## src/rtl/cst_pkg.sv

```systemverilog
package cst_pkg;
  typedef enum logic [1:0] {
    ST_IDLE = 2'd0,
    ST_RUN  = 2'd1,
    ST_HELD = 2'd2
  } span_state_e;
endpackage

```

## src/rtl/cst_rst_sync.sv

```systemverilog
module cst_rst_sync #(
  parameter int STAGES = 2
) (
  input  logic clk_i,
  input  logic rst_ni,
  output logic rst_no
);
  localparam int MSB = STAGES - 1;

  logic [MSB:0] chain_q;
  logic [MSB:0] chain_d;

  always_comb begin
    chain_d = {chain_q[MSB-1:0], 1'b1};
  end

  always_ff @(posedge clk_i or negedge rst_ni) begin
    if (!rst_ni) begin
      chain_q <= '0;
    end else begin
      chain_q <= chain_d;
    end
  end

  assign rst_no = chain_q[MSB];
endmodule

```

## src/rtl/cst_trig_edge.sv

```systemverilog
module cst_trig_edge #(
  parameter int SYNC_STAGES = 2
) (
  input  logic clk_i,
  input  logic rst_ni,
  input  logic trig_i,
  output logic rise_o
);
  localparam int MSB = SYNC_STAGES - 1;

  logic [MSB:0] sync_q;
  logic [MSB:0] sync_d;
  logic         prev_q;
  logic         prev_d;

  always_comb begin
    sync_d = {sync_q[MSB-1:0], trig_i};
    prev_d = sync_q[MSB];
  end

  always_ff @(posedge clk_i or negedge rst_ni) begin
    if (!rst_ni) begin
      sync_q <= '0;
      prev_q <= 1'b0;
    end else begin
      sync_q <= sync_d;
      prev_q <= prev_d;
    end
  end

  // level now high, one cycle ago low
  assign rise_o = sync_q[MSB] & ~prev_q;
endmodule

```

## src/rtl/cst_span_ctrl.sv

```systemverilog
module cst_span_ctrl
  import cst_pkg::*;
#(
  parameter int CNT_W = 8
) (
  input  logic         clk_i,
  input  logic         rst_ni,
  input  logic         start_rise_i,
  input  logic         stop_rise_i,
  output logic [CNT_W:0] span_o,
  output logic         done_o
);
  localparam int               OUT_W    = CNT_W + 1;
  localparam logic [OUT_W-1:0] SPAN_MAX = OUT_W'(1) << CNT_W;

  span_state_e      state_q, state_d;
  logic [OUT_W-1:0] cnt_q, cnt_d, cnt_inc;
  logic             cnt_clr, cnt_adv, cnt_en;

  always_comb begin
    state_d = state_q;
    cnt_clr = 1'b0;
    cnt_adv = 1'b0;
    unique case (state_q)
      ST_IDLE: begin
        if (start_rise_i) begin
          state_d = ST_RUN;
          cnt_clr = 1'b1;
        end
      end
      ST_RUN: begin
        cnt_adv = 1'b1;
        if (stop_rise_i) begin
          state_d = ST_HELD;
        end
      end
      ST_HELD: begin
        state_d = ST_HELD;
      end
      default: begin
        state_d = ST_IDLE;
      end
    endcase
  end

  always_comb begin
    cnt_inc = (cnt_q == SPAN_MAX) ? cnt_q : cnt_q + 1'b1;
    cnt_d   = cnt_clr ? '0 : cnt_inc;
    cnt_en  = cnt_clr | cnt_adv;
  end

  always_ff @(posedge clk_i or negedge rst_ni) begin
    if (!rst_ni) begin
      state_q <= ST_IDLE;
      cnt_q   <= '0;
    end else begin
      state_q <= state_d;
      if (cnt_en) begin
        cnt_q <= cnt_d;
      end
    end
  end

  assign span_o = cnt_q;
  assign done_o = (state_q == ST_HELD);
endmodule

```

## src/rtl/cycle_span_timer.sv

```systemverilog
module cycle_span_timer #(
  parameter int CNT_W       = 8,
  parameter int SYNC_STAGES = 2
) (
  input  logic           clk_i,
  input  logic           rst_ni,
  input  logic           start_trig_i,
  input  logic           stop_trig_i,
  output logic [CNT_W:0] span_o,
  output logic           done_o
);
  localparam int N_TRIG = 2;

  logic              rst_n_sync;
  logic [N_TRIG-1:0] trig_vec;
  logic [N_TRIG-1:0] rise_vec;
  logic              start_rise;
  logic              stop_rise;

  cst_rst_sync #(.STAGES(2)) u_rst (
    .clk_i  (clk_i),
    .rst_ni (rst_ni),
    .rst_no (rst_n_sync)
  );

  assign trig_vec = {stop_trig_i, start_trig_i};

  for (genvar g = 0; g < N_TRIG; g++) begin : g_trig
    cst_trig_edge #(.SYNC_STAGES(SYNC_STAGES)) u_edge (
      .clk_i  (clk_i),
      .rst_ni (rst_n_sync),
      .trig_i (trig_vec[g]),
      .rise_o (rise_vec[g])
    );
  end

  assign start_rise = rise_vec[0];
  assign stop_rise  = rise_vec[1];

  cst_span_ctrl #(.CNT_W(CNT_W)) u_ctrl (
    .clk_i        (clk_i),
    .rst_ni       (rst_n_sync),
    .start_rise_i (start_rise),
    .stop_rise_i  (stop_rise),
    .span_o       (span_o),
    .done_o       (done_o)
  );
endmodule

```

## config.mk

```make
export PLATFORM = sky130hd
export DESIGN_NAME = cycle_span_timer
export DESIGN_NICKNAME = d
export VERILOG_FILES = /design/src/rtl/cst_pkg.sv /design/src/rtl/cst_rst_sync.sv /design/src/rtl/cst_trig_edge.sv /design/src/rtl/cst_span_ctrl.sv /design/src/rtl/cycle_span_timer.sv
export SDC_FILE = /design/constraint.sdc
export NUM_CORES = 1
export LEC_CHECK = 0
export BUFFER_PORTS_ARGS = -buffer_cell sky130_fd_sc_hd__buf_2
export CAP_MARGIN = 20
export CORE_MARGIN = 2
export CORE_UTILIZATION = 51
export CTS_CLUSTER_DIAMETER = 200
export DETAILED_ROUTE_END_ITERATION = 6
export HOLD_SLACK_MARGIN = 0.06
export PLACE_DENSITY = 0.84
export SLEW_MARGIN = 0
export SYNTH_ARGS = -nofsm -noshare
export SYNTH_HDL_FRONTEND = slang
export SYNTH_SLANG_ARGS = --single-unit
```

## constraint.sdc

```tcl
create_clock -name clk_i -period 1.05 [get_ports clk_i]
set_clock_uncertainty 0.2 [all_clocks]
set_input_delay 0.0525 -clock clk_i [delete_from_list [all_inputs] [get_ports clk_i]]
set_output_delay 0.0525 -clock clk_i [all_outputs]
set_load 0.05 [all_outputs]
```

==> run metrics, run 1 <==
outcome did not finish; Failed at 5_1_grt; stop err [ERROR DPL-0038] Utilization greater than 100%, impossible to legalize; hpwl dp about 1500 um; Distinct cells, synth 25; post-synthesis sequential area ratio 56.46%; Worst Endpoint after GRT Repair u_ctrl.span_o[8]$_DFFE_PN0P_/D; Synth area leader dfrtp_1; Ys Warns 0; Synth Register Bits 19; Mapped Cells 73; combinational family with the most area after synthesis simple AND/OR/NAND/NOR gates; gpl congestion 0.7555; num ports 14; simple logic cell fraction of the synthesized area between 15 and 20%; synthesized-area fraction occupied by adder cells 7.429%; mean post-synth cell area 11.54 um^2; CTS Root Cell clkbuf_4; top post-synthesis cells by area dfrtp_1 (56%), ha_1 (7.4%), nand2_1 (3.1%); mapped cell area 842.1 um^2; XOR/XNOR Fraction of Synth Area 3.120%; number of CTS-inserted buffers 3; Die Width 44.64 um; H-tree depth 1; Die H between 40 and 50 um; Clock Sinks 19; post-synth top area share 56.46%; compound-cell area share of the yosys netlist 10.10%; post-synthesis net count 82; Initial Util 55.25%; Port Buffers 13; Rows 14; Clock Path Buffers 2; mux cell area share after synthesis under 10%; worst ep type register input; largest net degree at the start of global routing 18
==> timing repair <==
item	in CTS
setup buffers	7
endpoints found under the hold margin	21
hold buffers	4
pin swaps	7
endpoints found under the setup margin	21
gates resized for setup	35
==> metrics by stage <==
step,std cells,area (um^2),utilization [%],setup WS (ns)
2_1_floorplan,73,920.9,-,-0.5700
3_3_place_gp,125,1179,77.34,-0.5299
3_5_place_dp,125,1179,77.34,-0.5813
4_1_cts,140,1438,94.34,-0.5398
==> cells in the mapped netlist <==
master and n:
or3_1 3, nor2_1 3, nand2b_1 2, mux2_2 1
nand3_2 1, nor4b_1 2, a21oi_1 4, nand2_1 7
mux2i_1 2, conb_1 1, o21ai_0 3, or4_4 1
nand4_1 3, a21boi_2 1, inv_1 5, nand3_1 1
o31ai_1 1, nand3b_1 1, a22oi_1 1, dfrtp_1 19
xor2_1 3, ha_1 5, a211oi_1 1, o21bai_1 1
a21oi_2 1
==> logic make-up after synthesis <==
family	count (synthesis)
DFF	19
xor gates and xnor gates	3
other	1
AOI/OAI and AO/OA	13
buffers and inverters	5
muxes	3
adders and majority gates	5
and+or+nand+nor	24
==> inputs of run 2 (changes only) <==
--- a/config.mk
+++ b/config.mk
@@ -7,12 +7,10 @@
 export LEC_CHECK = 0
 export BUFFER_PORTS_ARGS = -buffer_cell sky130_fd_sc_hd__buf_2
 export CAP_MARGIN = 20
-export CORE_MARGIN = 2
-export CORE_UTILIZATION = 51
-export CTS_CLUSTER_DIAMETER = 200
+export CORE_AREA = 2 2 63 65
 export DETAILED_ROUTE_END_ITERATION = 6
-export HOLD_SLACK_MARGIN = 0.06
-export PLACE_DENSITY = 0.84
+export DIE_AREA = 0 0 65 67
+export PLACE_DENSITY_LB_ADDON = 0.15
 export SLEW_MARGIN = 0
 export SYNTH_ARGS = -nofsm -noshare
 export SYNTH_HDL_FRONTEND = slang
==> run 2 against run 1 <==
  * Synthesized cell count unchanged
  * The flow now finishes, with violations (negative hold slack, negative setup slack)
  * Synthesized area unchanged
==> run metrics, run 2 <==
total congestion overflow 0; reg2reg start u_ctrl.state_q[1]; commonest non-fill, non-tap cell in the layout buf_4; die footprint 0.004355 mm^2; Placeable Area 0.003606 mm^2; hpwl dp 1376 um (-8.6%); hold slack -0.01548 ns; Detailed Route Iter0 Violations 14; routed vias/inst 4.235; Slowest cell on crit path or4_4; proportion of layout cells with a drive suffix above 1 about three fifths; first-pass GRT wire length between 3000 and 4000 um; Port Buffers 13 (unchanged); EDFF count, synth 0 (unchanged); Final Instance Area 0.001505 mm^2; area of the multi-input gates 479.2 um^2; most common cell in the synthesized netlist dfrtp_1; Total Neg Setup Slack -7.110 ns; Max Slew Vio Count 0; Mapped Cells 73 (unchanged); Placed Area 0.001204 mm^2 (+2.1%); Die Width 65 um (+46%); Main synth FF type dfrtp_1; Pre-antenna DRT Iters 2; post-synthesis net count 82 (unchanged); Synth Register Bits 19 (unchanged); Util after Layout 41.74%; Worst Hold Class flop to async pin; commonest cells after routing, fill and taps aside buf_4 (22), buf_6 (13), dfrtp_1 (12); Final Cycle Share 152.2%; Worst Path Required between 1 and 1.5 ns; latest clock arrival within the worst-skew pair 0.26 ns; CTS tree yes; Via Count just over 700; Max-cap violations 0; mapped cell area 842.1 um^2 (unchanged); antenna-violating nets left 0; cell count of the worst reg-to-reg path 5; worst-path maximum fanout 4; Worst R2R End u_ctrl.span_o[7]; outcome finished, violations left; Largest register FFs 9; post-layout worst setup margin -0.5485 ns; critical-path cell list inv_2 > ha_4 > nand3_4 > or4_4 > a21oi_2; failing checks negative hold slack, negative setup slack; Lkg Pwr 0.6481 nW; FF+latch area 484.2 um^2; average routed wire per standard cell 11.54 um; Pwr Density 2154 mW/mm^2; gpl congestion 0.6936 (-8.2%); final net count 132; vias in the first global route 746; top post-synthesis cells by area dfrtp_1 (56%), ha_1 (7.4%), nand2_1 (3.1%); Clock transition at path regs 0.08 ns; VDD IR max 709.6 uV; Ys Warns 0 (unchanged); DRC 0; CP startpoint kind flop; post-synth top area share 56.46% (unchanged); CTS Root Cell clkbuf_8; Reg2Reg Setup Slack -0.55 ns; Syn-to-layout area delta 78.75%; CP peak stage delay 0.48 ns; element type at the critical path end flop; Ant. Diodes 0; WP data arrival 1.59 ns; Tmin final roughly 1.6 ns; Distinct cells, synth 25 (unchanged); RSZ-0062 raised after global routing yes; post-synthesis sequential area ratio 56.46% (unchanged); Final Hold Vio Count 17; fmax 625.6 MHz; commonest cells in the synthesized netlist dfrtp_1 (19), nand2_1 (7), ha_1 (5), inv_1 (5), a21oi_1 (4); Clock Path Buffers 2 (unchanged); Setup violations, final 21; Die H 67 um (+50%); H-tree depth 1 (unchanged); Rows 22 (+8); initial antenna violation count 0; num ports 14 (unchanged); Clock Sinks 19 (unchanged); fill cell count approximately 350; Routed WL 1962 um; mean post-synth cell area 11.54 um^2 (unchanged); asr flop ratio synth 100.0% (unchanged); number of CTS-inserted buffers 3 (unchanged); largest net degree at the start of global routing 18; WS Path Type flop to flop; Initial Util 23.35% (-32 points); GRT Util Overall 10.01%; Synth area leader dfrtp_1
[run 2: cell counts after synthesis]
Identical to the previous run, type by type.
[run 2: worst max path at each step]
| stage | cells past startpoint | startpoint | slack (ns) | endpoint |
|---|---|---|---|---|
| 4_1_cts | 5 | u_ctrl.state_q[1] | -0.55 | u_ctrl.span_o[7] |
| 2_1_floorplan | 4 | u_ctrl.span_o[1] | -0.57 | u_ctrl.span_o[8] |
| 6_report | 5 | u_ctrl.state_q[1] | -0.55 | u_ctrl.span_o[7] |
| 3_3_place_gp | 5 | u_ctrl.state_q[1] | -0.52 | u_ctrl.span_o[7] |
| 3_5_place_dp | 5 | u_ctrl.state_q[1] | -0.56 | u_ctrl.span_o[7] |
| 5_1_grt | 5 | u_ctrl.state_q[1] | -0.66 | u_ctrl.span_o[6] |
[run 2: logic make-up after synthesis]
kind of cell,count (synthesis),share of synthesized area [%]
adders and majority gates,5,7.429
muxes,3,3.715
and+or+nand+nor,24,16.49
other,1,0.4453
DFF,19,56.46
AOI/OAI and AO/OA,13,10.11
xor gates and xnor gates,3,3.121
buffers and inverters,5,2.229
[run 2: area by class of cell]
| cell class | count | area share [%] |
|---|---|---|
| flip-flops and latches | 19 | 32.17 |
| multi-input cells | 49 | 31.84 |
| repair buffers | 45 | 27.35 |
| well taps | 48 | 3.990 |
| clock buffers | 3 | 2.743 |
| inverters | 5 | 1.413 |
| clock inverters | 1 | 0.4988 |
[run 2: layer usage]
layer,global-route usage (%),routed length (um)
met1,10.50,792
met2,18.17,1079
met3,2.027,44
met4,6.383,45
met5,0,0
[run 2: what timing repair did]
action / in CTS / in global routing
endpoints found under the hold margin: 16 / 0
buffers inserted: 3 / 4
hold buffers: 4 / 0
pin swaps: 6 / 4
gates resized for setup: 31 / 9
setup endpoints to repair: 21 / 21
[run 2: through the flow]
step           total power [mW]  setup slack [ns]  hold WS [ns]  cells
2_1_floorplan             1.771           -0.5700       -0.4431     73
3_3_place_gp              2.223           -0.5175       -0.3619    155
3_5_place_dp              2.230           -0.5581       -0.3598    155
4_1_cts                   3.060           -0.5531     -0.007714    166
5_1_grt                   3.452           -0.6559       0.01431    170
6_report                  3.243           -0.5485      -0.01548    170
[run 2: power breakdown]
group | internal (mW) | switching, mW | total (mW)
clock | 0.268 | 0.257 | 0.525
sequential | 0.838 | 0.122 | 0.960
combinational | 0.958 | 0.801 | 1.76
[run 2: worst max-delay path, delay by kind of cell (launching register included)]
kind,cells,cell delay [ns]
flip-flops,1,0.40
adder cells (fa/ha/maj),1,0.16
buffers and inverters,1,0.08
AND/OR/NAND/NOR,2,0.57
AO/OA/AOI/OAI,1,0.12
Power figures use the tool's default switching activity.
==> inputs of run 3 (changes only) <==
--- a/config.mk
+++ b/config.mk
@@ -7,9 +7,9 @@
 export LEC_CHECK = 0
 export BUFFER_PORTS_ARGS = -buffer_cell sky130_fd_sc_hd__buf_2
 export CAP_MARGIN = 20
-export CORE_AREA = 2 2 63 65
+export CORE_AREA = 3 3 64 66
 export DETAILED_ROUTE_END_ITERATION = 6
-export DIE_AREA = 0 0 65 67
+export DIE_AREA = 0 0 67 69
 export PLACE_DENSITY_LB_ADDON = 0.15
 export SLEW_MARGIN = 0
 export SYNTH_ARGS = -nofsm -noshare
==> run 3 against run 2 <==
  * Global-route usage shrank 0.68 points
  * Power up 0.89%
  * Non-clock buffer count up 11
  * Sequential power hardly changed
  * Critical path type unchanged
  * Sequential cell count unchanged
  * Die area grew 6.2%
  * Largest cell class is now buffers
  * Design area up 6.0%
  * Setup slack gained 0.040 ns
  * Utilization rose by 2.2 points
  * Hold slack got worse by 0.015 ns
  * Register-to-register slack improved by 0.04 ns
  * Highest routed layer unchanged
  * Combinational power increased by 2%
  * The run still ends with negative hold slack, negative setup slack left
==> run metrics, run 3 (synthesis results as in run 2) <==
commonest non-fill, non-tap cell in the layout buf_4; failing checks negative hold slack, negative setup slack; fill cell count 366 (+4.0%); routed vias/inst 4.122 (-2.7%); Final Cycle Share 148.4% (-3.8 points); WP data arrival 1.54 ns (-0.05 ns); worst-path maximum fanout 3 (-1); commonest cells after routing, fill and taps aside buf_4 (32), dfrtp_1 (12), buf_6 (11); CP peak stage delay 0.48 ns (about the same); Worst R2R End u_ctrl.span_o[7]; vias in the first global route 743 (-0.40%); Final Instance Area 0.001595 mm^2 (+6.0%); Max Slew Vio Count 0 (unchanged); Pre-antenna DRT Iters 4 (+2); Port Buffers 13 (unchanged); latest clock arrival within the worst-skew pair 0.25 ns (about the same); Tmin final 1.559 ns (-0.03985 ns); total congestion overflow 0 (unchanged); cell count of the worst reg-to-reg path 5 (unchanged); Placeable Area 0.003633 mm^2 (+0.76%); Syn-to-layout area delta 89.45%; CTS tree yes; DRC 0 (unchanged); gpl congestion 0.6838 (-1.4%); FF+latch area 484.2 um^2 (unchanged); Lkg Pwr 0.7021 nW (+8.3%); hpwl dp 1435 um (+4.3%); number of CTS-inserted buffers 3 (unchanged); Reg2Reg Setup Slack -0.51 ns (+0.04 ns); Die H 69 um (+3.0%); final net count 143 (+8.3%); num ports 14 (unchanged); H-tree depth 1 (unchanged); fmax 641.6 MHz (+2.6%); die footprint 0.004623 mm^2 (+6.2%); hold slack -0.03057 ns (-0.01509 ns); outcome finished, violations left; antenna-violating nets left 0 (unchanged); largest net degree at the start of global routing 13 (-5); Detailed Route Iter0 Violations 19 (+5); Clock Sinks 19 (unchanged); Setup violations, final 21 (unchanged); Clock transition at path regs 0.07 ns (about the same); VDD IR max 1010 uV (+42%); Ant. Diodes 0 (unchanged); Rows 22 (unchanged); Slowest cell on crit path or4_4; Largest register FFs 9 (unchanged); first-pass GRT wire length 3256 um (+1.1%); critical-path cell list inv_2 > ha_4 > nand3_4 > or4_4 > a21oi_2; Die Width 67 um (+3.1%); RSZ-0062 raised after global routing yes; proportion of layout cells with a drive suffix above 1 63.91% (+4.1 points); WS Path Type flop to flop; GRT Util Overall 9.328% (-0.68 points); reg2reg start u_ctrl.state_q[1]; Final Hold Vio Count 17 (unchanged); placed cells 158 (+1.9%); CP startpoint kind flop; Routed WL 1973 um (+0.56%); average routed wire per standard cell 10.90 um (-5.6%); initial antenna violation count 0 (unchanged); final cell count without fillers 181 (+6.5%); Initial Util 23.17% (-0.18 points); post-layout worst setup margin -0.5086 ns (+0.03985 ns); CTS Root Cell clkbuf_8; total power draw 3.272 mW (+0.89%); Clock Path Buffers 2 (unchanged); element type at the critical path end flop; Pwr Density 2051 mW/mm^2 (-4.8%); Max-cap violations 0 (unchanged); Worst Path Required 1.04 ns (about the same); Via Count 746 (+3.6%); Placed Area 0.001226 mm^2 (+1.9%); Worst Hold Class flop to async pin; area of the multi-input gates 474.2 um^2 (-1.0%)
-- run 3: cell count changes in the layout (fill, tap and decap cells not counted), moves of 2 or more --
cell / change
buf_8: +3
buf_6: -2
buf_4: +10
inv_2: +2
-- run 3: worst max path at each step --
| stage | startpoint | cells after the start | endpoint | slack, ns |
|---|---|---|---|---|
| 3_5_place_dp | u_ctrl.span_o[1] | 5 | u_ctrl.span_o[1] | -0.55 |
| 2_1_floorplan | u_ctrl.span_o[1] | 4 | u_ctrl.span_o[8] | -0.57 |
| 4_1_cts | u_ctrl.state_q[1] | 5 | u_ctrl.span_o[7] | -0.52 |
| 6_report | u_ctrl.state_q[1] | 5 | u_ctrl.span_o[7] | -0.51 |
| 5_1_grt | u_ctrl.state_q[1] | 5 | u_ctrl.span_o[8] | -0.60 |
| 3_3_place_gp | u_ctrl.span_o[0] | 5 | u_ctrl.span_o[0] | -0.55 |
-- run 3: layout make-up --
type | instances | area share [%]
tap | 48 | 3.765
clock inverter | 1 | 0.4706
timing repair buffer | 56 | 31.92
clock buffer | 3 | 2.588
sequential | 19 | 30.35
multi-input combinational | 49 | 29.73
inverter | 5 | 1.176
-- run 3: metrics by stage --
stage	TNS, ns	setup slack (ns)	util, %
after detailed placement	-5.325	-0.5496	33.75
after CTS	-6.711	-0.5211	41.43
after global placement	-5.190	-0.5451	33.75
final	-6.611	-0.5086	43.91
after global routing	-7.856	-0.5996	43.91
after floorplan	-4.894	-0.5700	-
-- run 3: per-layer routing --
| metal | global-route usage [%] | share of wire, % | up-vias | wire length, um |
|---|---|---|---|---|
| met3 | 3.420 | 4.0 | 2 | 79 |
| met5 | 0 | 0 | - | 0 |
| met1 | 10.61 | 41 | 360 | 811 |
| met4 | 2.703 | 0.96 | 0 | 19 |
| li1 | - | - | 369 | - |
| met2 | 15.94 | 54 | 15 | 1063 |
-- run 3: timing repair --
| item | in CTS | in global routing |
|---|---|---|
| hold buffers | 4 | 0 |
| setup buffers | 8 | 7 |
| gates resized for setup | 33 | 10 |
| setup endpoints to repair | 21 | 21 |
| pin swaps | 8 | 2 |
| hold endpoints to repair | 21 | 0 |
-- run 3: power breakdown --
group	switching [mW]	internal [mW]	leakage [nW]
combinational	0.795	1.01	0.449
clock	0.243	0.267	0.0217
sequential	0.122	0.838	0.231
-- run 3: critical path: cells and delay by family, from the launching register on --
family | cells | cell delay [ns]
simple gates | 2 | 0.56
flops | 1 | 0.39
fa+ha+maj | 1 | 0.15
compound gates | 1 | 0.12
buf+inv | 1 | 0.08
==> inputs of run 4 (changes only) <==
--- a/config.mk
+++ b/config.mk
@@ -10,6 +10,7 @@
 export CORE_AREA = 3 3 64 66
 export DETAILED_ROUTE_END_ITERATION = 6
 export DIE_AREA = 0 0 67 69
+export GPL_TIMING_DRIVEN = 0
 export PLACE_DENSITY_LB_ADDON = 0.15
 export SLEW_MARGIN = 0
 export SYNTH_ARGS = -nofsm -noshare
==> run 4 against run 3 <==
  * The run still ends with negative hold slack, negative setup slack left
  * Register-to-register slack got worse by 0.03 ns
  * Cell count fell by 13%
  * Critical endpoint is now u_ctrl.state_q[1]
  * Die area did not move
  * Design area fell by 13%
  * Critical path type unchanged
  * Global-route usage fell by 0.63 points
  * Hold slack improved by 0.016 ns
  * Clock power fell by 1%
  * Sequential power rose by 3.2%
  * Sequential cell count did not move
==> run metrics, run 4 (synthesis results as in run 2) <==
CP startpoint kind flop; WP data arrival 1.53 ns (about the same); Worst Path Required 0.99 ns (-0.05 ns); CTS tree yes; Final Cycle Share 151.2% (+2.8 points); Worst Hold Class flop to async pin; largest net degree at the start of global routing 18 (+5); placed cells 134 (-15%); average routed wire per standard cell 11.71 um (+7.4%); first-pass GRT wire length 3042 um (-6.6%); Placeable Area 0.003633 mm^2 (unchanged); Die H 69 um (unchanged); outcome finished, violations left; WP buf/inv 1 (unchanged); CP peak stage delay 0.42 ns (-0.06 ns); Die Width 67 um (unchanged); post-layout worst setup margin -0.5380 ns (-0.02940 ns); total congestion overflow 0 (unchanged); Max Slew Vio Count 0 (unchanged); failing checks negative hold slack, negative setup slack; delay-heaviest family, CP flip-flops; Clock Path Buffers 2 (unchanged); hold slack -0.01410 ns (+0.01648 ns); Port Buffers 13 (unchanged); Syn-to-layout area delta 64.64%; WS Path Type flop to flop; met1 Usage GRT 10.58% (-0.032 points); H-tree depth 1 (unchanged); met3 Use GR 3.909% (+0.49 points); antenna-violating nets left 0 (unchanged); number of CTS-inserted buffers 3 (unchanged); routed vias/inst 4.165 (+1.0%); Clock Sinks 19 (unchanged); Routed WL 1850 um (-6.2%); GRT Max-Usage Layer met2; Tmin final 1.588 ns (+0.02940 ns); Via Count 658 (-12%); DRC 0 (unchanged); Lkg Pwr 0.5870 nW (-16%); fmax 629.7 MHz (-1.9%); RSZ-0062 raised after global routing yes; Final Hold Vio Count 17 (unchanged); worst-path maximum fanout 5 (+2); Clock transition at path regs 0.07 ns (about the same); Pre-antenna DRT Iters 4 (unchanged); reg2reg start u_ctrl.state_q[0]; Slowest cell on crit path dfrtp_1; VDD IR max 779.6 uV (-23%); vias in the first global route 631 (-15%); final net count 120 (-16%); die footprint 0.004623 mm^2 (unchanged); proportion of layout cells with a drive suffix above 1 55.45% (-8.5 points); Pwr Density 2179 mW/mm^2 (+6.2%); gpl congestion 0.6921 (+1.2%); final cell count without fillers 158 (-13%); Ant. Diodes 0 (unchanged); initial antenna violation count 0 (unchanged); element type at the critical path end flop; fill cell count 356 (-2.7%); Detailed Route Iter0 Violations 48 (+29); commonest cells after routing, fill and taps aside buf_4 (13), dfrtp_1 (11), buf_6 (10); GRT Util Overall 8.693% (-0.63 points); total power draw 3.020 mW (-7.7%); crit path launch u_ctrl.state_q[0]; critical-path cell list ha_4 > buf_4 > a22oi_2 > mux2_4; Setup violations, final 21 (unchanged); Rows 22 (unchanged); hpwl dp 1176 um (-18%); CTS Root Cell clkbuf_8; num ports 14 (unchanged); met2 Track Usage GR 13.86% (-2.1 points); commonest non-fill, non-tap cell in the layout buf_4; Initial Util 23.17% (unchanged); Largest register FFs 9 (unchanged); latest clock arrival within the worst-skew pair 0.25 ns (about the same); Max-cap violations 0 (unchanged)
[run 4: repair_timing]
item / in CTS / in global routing
endpoints found under the setup margin: 28 / 21
pin swaps: 11 / 7
buffers inserted: 12 / 5
cloned: 0 / 0
hold buffers: 4 / 0
gates resized for setup: 32 / 3
hold endpoints to repair: 4 / 0
[run 4: layout make-up]
class / instances / area (um^2) / share of cell area, %
multi-input combinational: 49 / 465.4 / 33.57
clock buffer: 3 / 41.29 / 2.978
timing repair buffer: 33 / 310.3 / 22.38
inverter: 5 / 18.77 / 1.354
tap: 48 / 60.06 / 4.332
sequential: 19 / 485.5 / 35.02
clock inverter: 1 / 5.005 / 0.3610
[run 4: where the power goes]
part	total [mW]	internal (mW)	leakage, nW	switching [mW]
Sequential	0.991	0.839	0.230	0.152
Clock	0.505	0.264	0.0255	0.242
Combinational	1.52	0.795	0.332	0.729
[run 4: path summary, 6_finish.rpt]
path / depth (start not counted) / endpoint / slack, ns
worst max-delay path: 4 / u_ctrl.state_q[1] / -0.54
worst min-delay path: 0 / u_ctrl.state_q[0] / -0.01
worst max register to register: 4 / u_ctrl.state_q[1] / -0.54
worst min register to register: 0 / u_ctrl.state_q[0] / -0.01
max in group asynchronous: 3 / u_rst.chain_q[1] / 0.08
min in group clk_i: 0 / g_trig[0].u_edge.sync_q[1] / 0.15
[run 4: per-stage QoR]
step	setup TNS (ns)	instance area (um^2)	util (%)	setup slack [ns]
after floorplan	-4.894	920.9	-	-0.5700
after global placement	-5.461	1046	28.79	-0.6253
after detailed placement	-5.493	1046	28.79	-0.6500
after CTS	-6.244	1345	37.02	-0.5054
after global routing	-7.619	1386	38.15	-0.6246
final	-6.349	1386	38.15	-0.5380
[run 4: per-layer routing]
metal	vias to the layer above	routed length [um]
li1	325	-
met1	316	765
met2	15	975
met3	2	96
met4	0	12
met5	-	0
